**src/rtl/sdiv_pkg.sv**
```systemverilog
package sdiv_pkg;

    localparam int SD_CODE_W  = 4;
    localparam int SD_MIN_DIV = 2;

    typedef logic [SD_CODE_W-1:0] code_t;

    typedef enum logic [1:0] {
        PH_IDLE = 2'd0,
        PH_HIGH = 2'd1,
        PH_LOW  = 2'd2
    } phase_e;

    typedef struct packed {
        logic  run;
        code_t div;
        code_t cnt;
    } period_state_t;

    // Map a rate code onto the ratio it selects
    function automatic code_t decode_rate(input code_t code, input int max_div);
        if (int'(code) >= SD_MIN_DIV && int'(code) <= max_div)
            return code;
        return code_t'(1);
    endfunction

    // Length of the high phase for a ratio n (odd ratios favour high)
    function automatic code_t high_len(input code_t n);
        logic [SD_CODE_W:0] wide;
        wide = {1'b0, n} + 1'b1;
        return code_t'(wide >> 1);
    endfunction

endpackage

```
**src/rtl/sdiv_rate_decode.sv**
```systemverilog
module sdiv_rate_decode
    import sdiv_pkg::*;
#(
    parameter int MAX_DIV = 10
) (
    input  code_t req_code,
    output code_t req_div
);

    always_comb begin
        req_div = decode_rate(req_code, MAX_DIV);
    end


    always_comb begin
        range_chk: assert (req_div >= code_t'(1) && int'(req_div) <= MAX_DIV);
    end

endmodule

```
**src/rtl/sdiv_period_ctr.sv**
```systemverilog
module sdiv_period_ctr
    import sdiv_pkg::*;
#(
    parameter int MAX_DIV = 10
) (
    input  logic          clk,
    input  logic          rst,
    input  code_t         req_div,
    output period_state_t cur,
    output period_state_t nxt,
    output logic          start_nxt
);

    always_comb begin
        start_nxt = !cur.run || (cur.cnt == cur.div - 1'b1);
        nxt       = cur;
        nxt.run   = 1'b1;
        if (start_nxt) begin
            nxt.div = req_div;
            nxt.cnt = '0;
        end else begin
            nxt.cnt = cur.cnt + 1'b1;
        end
    end

    always_ff @(posedge clk) begin
        if (rst) cur <= '0;
        else     cur <= nxt;
    end


    rate_hold_chk: assert property (@(posedge clk) disable iff (rst)
        (cur.run && cur.cnt != cur.div - 1'b1) |=> $stable(cur.div));


    cnt_bound_chk: assert property (@(posedge clk) disable iff (rst)
        cur.run |-> (cur.cnt < cur.div && int'(cur.div) <= MAX_DIV));

endmodule

```
**src/rtl/sdiv_phase_gen.sv**
```systemverilog
module sdiv_phase_gen
    import sdiv_pkg::*;
(
    input  logic          clk,
    input  logic          rst,
    input  period_state_t nxt,
    input  logic          start_nxt,
    output phase_e        phase,
    output logic          tick_q,
    output logic          bypass_q
);

    logic hi;
    assign hi = (phase == PH_HIGH);

    always_ff @(posedge clk) begin
        if (rst) begin
            phase    <= PH_IDLE;
            tick_q   <= 1'b0;
            bypass_q <= 1'b0;
        end else begin
            tick_q   <= start_nxt;
            bypass_q <= (nxt.div == code_t'(1));
            phase    <= (nxt.cnt < high_len(nxt.div)) ? PH_HIGH : PH_LOW;
        end
    end


    reset_idle_chk: assert property (@(posedge clk)
        rst |=> (phase == PH_IDLE && !tick_q && !bypass_q));


    rise_with_tick_chk: assert property (@(posedge clk) disable iff (rst)
        $rose(hi) |-> tick_q);


    bypass_tick_chk: assert property (@(posedge clk) disable iff (rst)
        bypass_q |-> (tick_q && hi));

endmodule

```
**src/rtl/serial_clk_divider.sv**
```systemverilog
module serial_clk_divider
    import sdiv_pkg::*;
#(
    parameter int MAX_DIV = 10
) (
    input  logic       clk,
    input  logic       rst,
    input  logic [3:0] rate_code,
    output logic       div_clk,
    output logic       div_tick,
    output logic [3:0] eff_div
);

    localparam int ABS_MAX = (1 << SD_CODE_W) - 1;

    initial begin
        param_chk: assert (MAX_DIV >= SD_MIN_DIV && MAX_DIV <= ABS_MAX);
    end

    code_t         req_div;
    period_state_t cur;
    period_state_t nxt;
    logic          start_nxt;
    phase_e        phase;
    logic          tick_q;
    logic          bypass_q;

    sdiv_rate_decode #(.MAX_DIV(MAX_DIV)) u_decode (
        .req_code (rate_code),
        .req_div  (req_div)
    );

    sdiv_period_ctr #(.MAX_DIV(MAX_DIV)) u_ctr (
        .clk       (clk),
        .rst       (rst),
        .req_div   (req_div),
        .cur       (cur),
        .nxt       (nxt),
        .start_nxt (start_nxt)
    );

    sdiv_phase_gen u_phase (
        .clk       (clk),
        .rst       (rst),
        .nxt       (nxt),
        .start_nxt (start_nxt),
        .phase     (phase),
        .tick_q    (tick_q),
        .bypass_q  (bypass_q)
    );

    assign div_clk  = bypass_q ? clk : (phase == PH_HIGH);
    assign div_tick = tick_q;
    assign eff_div  = cur.div;


    fall_point_chk: assert property (@(posedge clk) disable iff (rst)
        $fell(phase == PH_HIGH) |-> (cur.cnt == high_len(cur.div)));


    tick_start_chk: assert property (@(posedge clk) disable iff (rst)
        div_tick |-> (cur.run && cur.cnt == '0));

endmodule

```
**config.mk**
```make
export PLATFORM = sky130hd
export DESIGN_NAME = serial_clk_divider
export DESIGN_NICKNAME = d
export VERILOG_FILES = /design/src/rtl/sdiv_pkg.sv /design/src/rtl/sdiv_rate_decode.sv /design/src/rtl/sdiv_period_ctr.sv /design/src/rtl/sdiv_phase_gen.sv /design/src/rtl/serial_clk_divider.sv
export SDC_FILE = /design/constraint.sdc
export NUM_CORES = 1
export LEC_CHECK = 0
export ABC_AREA = 0
export BUFFER_PORTS_ARGS = -buffer_cell sky130_fd_sc_hd__buf_2
export CAP_MARGIN = 20
export CORE_MARGIN = 5
export CORE_UTILIZATION = 25
export CTS_CLUSTER_SIZE = 12
export DETAILED_ROUTE_END_ITERATION = 10
export GPL_TIMING_DRIVEN = 0
export PLACE_DENSITY_LB_ADDON = 0.15
export SKIP_CTS_REPAIR_TIMING = 1
export SLEW_MARGIN = 20
export SYNTH_ARGS = -nofsm -noshare
export SYNTH_HDL_FRONTEND = slang
export SYNTH_SLANG_ARGS = --single-unit
```
**constraint.sdc**
```tcl
create_clock -name clk -period 5.56 [get_ports clk]
set_input_delay 1.112 -clock clk [delete_from_list [all_inputs] [get_ports clk]]
set_output_delay 1.112 -clock clk [all_outputs]
set_load 0.05 [all_outputs]
```
Word level (Yosys, flattened, before mapping) --
Index checks and enable logic that the tools add are counted.
Word-level totals: bits in registers 13, word-level logic and storage cells 26
Operators by class: $add $sub $neg 3, magnitude comparators 3, equality and inequality tests 3, multiplexer cells 8, reduce and logical (&&, ||, !) cells 3
Operator list (count):
- 4-bit 2-to-1 mux | 4
- 9-bit 2-to-1 mux | 1
- 4-bit by 1-bit adder with 5-bit output (second input constant) | 1
- 4-bit by 1-bit adder with 4-bit output (second input constant) | 1
- 4-bit by 1-bit equality test with 1-bit output (second input constant) | 1
- 4-bit equality test | 1
- 4-bit by 2-bit >= comparator with 1-bit output (second input constant) | 1
- 4-bit <= comparator (second input constant) | 1
- 4-bit less-than comparator | 1
- 4-bit by 1-bit subtractor with 4-bit output (second input constant) | 1
- 2-bit by 1-bit equality test with 1-bit output (second input constant) | 1
- 1-bit 2-to-1 mux | 2
- 2-bit 2-to-1 mux | 1
- 1-bit logical AND | 1
- 1-bit zero test | 1
- 1-bit logical OR | 1

Longest topological paths before layout --
depth in word-level cells 8, mapped depth 14, depth with buffers taken out 13

Hierarchy --
Synthesis repeated with hierarchy kept, for this count alone.
Unflattened totals: cells, all modules 97, area total of the unflattened synthesis 860.8 µm²
By module, submodules not included:
- sdiv_period_ctr | times used 1, cells each 64, area each 568.0 µm², seq. area each 180.2 µm²
- sdiv_phase_gen | times used 1, cells each 23, area each 225.2 µm², seq. area each 80.1 µm²
- sdiv_rate_decode | times used 1, cells each 7, area each 48.8 µm², seq. area each 0.0 µm²
- serial_clk_divider | times used 1, cells each 3, area each 18.8 µm², seq. area each 0.0 µm²

==> impl_metrics.ini <==
[clock_tree]
clock_latency_ps = 380
cts.clk_slew.worst_paths_ps = 80
cts_tree = done

[pwr]
ir_drop_uv = 99.60
powerDensity_nw_per_um2 = 266.2
design_power_total_mw = 0.2591
p_leak_nw = 0.4390

[yosys]
ys.flop_type = dfxtp_1
synth_cells = 95
yosys-top-cells-count = dfxtp_1 (13), inv_1 (7), nor2_1 (7), o21ai_0 (7)
synth_edf_count = 0
synth_nets = 107
yosysMostFrequentCell = dfxtp_1
synth_area_leaders = dfxtp_1 (32%), ha_1 (9.2%), xnor2_1 (6.5%)
synth_cell_types = 34
synth_area_um2 = 813.3
synth_area_leader_cell = dfxtp_1
synth_top_area_share_pct = 32.00
syn_area_per_cell_um2 = 8.561
ys_ff_latch = 13
synth-seq-area-share_pct = 32.00
yosysWarnings = 0
async_flop_share_pct = 0

[drt]
drt_iter0_markers = 8
final_antenna_net_count = 0
wl_per_cell_um = 11.95
drc = 0
num_vias = 687
firstDrtPassIters = 4
viasPerCell = 4.376
wl_um = 1876

[timing]
rsz0062_at_grt = no
finalMaxSlewViolations = 0
hold_viol_final = 0
slew_headroom_pct = 66.46
setup_viol = 0
hold_slack_ps = 593.6
finalClockSkew_ps = 0.5022
tns_ps = 0
tightest_slew_ps = 503.1

[grt]
use_met2_pct = 15.83
top_usage_layer = met2
grt.met1_usage_pct = 11.98
grtUsageTotal_pct = 10.53
grt_max_degree = 11
grt_pass1_wl_um = 3374
grt_pass1_vias = 796
grt_util_met3_pct = 5.228
antenna_found_initial = 0
grt_overflow_total = 0

[setup_path]
critPathRequiredTime_ps = 4450
arrival_ps = 3320
crit_path_end_kind = primary output
path_class = clock port to primary output
worst-path-max-fanout = 2
cp-start-kind = clock port

[floorplan]
dieArea_um2 = 4494
start_util_pct = 26.42
die_h_um = 67.04
ios = 12
rows = 20
core_area_um2 = 3078
die_w_um = 67.04

[place]
numPortBuffers = 11
place.gp.congestion = 0.8087
dp_hpwl_um = 1441

[finish]
final_nets = 126
fillers = 325
insertedDiodeCount = 0
syn_to_final_growth_pct = 19.69
drive_gt1_share_pct = 25.66

[flow_run]
cap_violations = 0

[status]
status = finished clean

[hold_path]
hold_class = register to register
[registers in the layout, summed over array words and instances (netlist names)]
name	count
u_ctr.cur	9
u_phase.phase	2
u_phase.bypass_q	1
u_phase.tick_q	1
[layout make-up]
cell class                 count  area (um2)  area share (%)
buffer                         7       50.05           5.141
clock buffer                   7       50.05           5.141
clock inverter                 1       5.005          0.5141
inverter                       7       26.28           2.699
multi-input combinational     68       476.7           48.97
sequential                    13       260.3           26.74
tap                           44       55.05           5.656
timing repair buffer          10       50.05           5.141
[stage by stage]
| step | setup slack (ps) | instance area [um2] | instances | utilization [%] |
|---|---|---|---|---|
| 5_1_grt | 1082 | 973.4 | 157 | 31.63 |
| 6_report | 1124 | 973.4 | 157 | 31.63 |
| 3_5_place_dp | 1376 | 923.4 | 150 | 30.00 |
| 2_1_floorplan | 1135 | 813.3 | 95 | - |
| 4_1_cts | 1109 | 973.4 | 157 | 31.63 |
| 3_3_place_gp | 1376 | 923.4 | 150 | 30.00 |
[report_power, final]
| group | switching, mW | internal [mW] | leakage [nW] |
|---|---|---|---|
| clock network | 0.0469 | 0.0526 | 0.0387 |
| registers | 0.00527 | 0.0991 | 0.107 |
| logic | 0.0316 | 0.0237 | 0.293 |
| total | 0.0838 | 0.175 | 0.439 |
[routing by layer]
layer	share of wire (%)	routed length, um	up-vias
li1	-	-	358
met1	50	939	312
met2	44	826	15
met3	5.2	97	2
met4	0.69	13	0
met5	0	0	-
[cell families after synthesis]
logic type	Yosys count	synth area share, %
multiplexers	2	3.076
adder cells (fa/ha/maj)	6	9.231
XOR/XNOR	10	11.69
flip-flops	13	32.00
buffers and inverters	14	9.384
AO/OA/AOI/OAI	17	12.62
AND/OR/NAND/NOR	33	22.00
[final timing paths]
check / from / to / slack [ps] / depth (start not counted)
max: clk / div_clk / 1120 / 5
min: u_ctr.cur[0]$_SDFF_PP0_ / u_ctr.cur[0]$_SDFF_PP0_ / 590 / 1
max reg2reg: u_ctr.cur[4]$_SDFF_PP0_ / u_phase.phase[1]$_SDFF_PP0_ / 2190 / 13
min reg2reg: u_ctr.cur[0]$_SDFF_PP0_ / u_ctr.cur[0]$_SDFF_PP0_ / 590 / 1
[cells in the final DEF (no fill, tap or decap), drive strengths merged, types with 6 or more instances in the layout]
cell type and count:
buf 17, ha 6, xnor2 6, dfxtp 13, clkbuf 7, o21ai 7, nor3 7, nor2 7
inv 7
[critical path, cell delays in order]
cell and delay [ps]:
clkbuf_4 110, clkbuf_4 120, nand2_1 50, o21ai_0 60, buf_2 210
(Power assumes the default switching activity.)
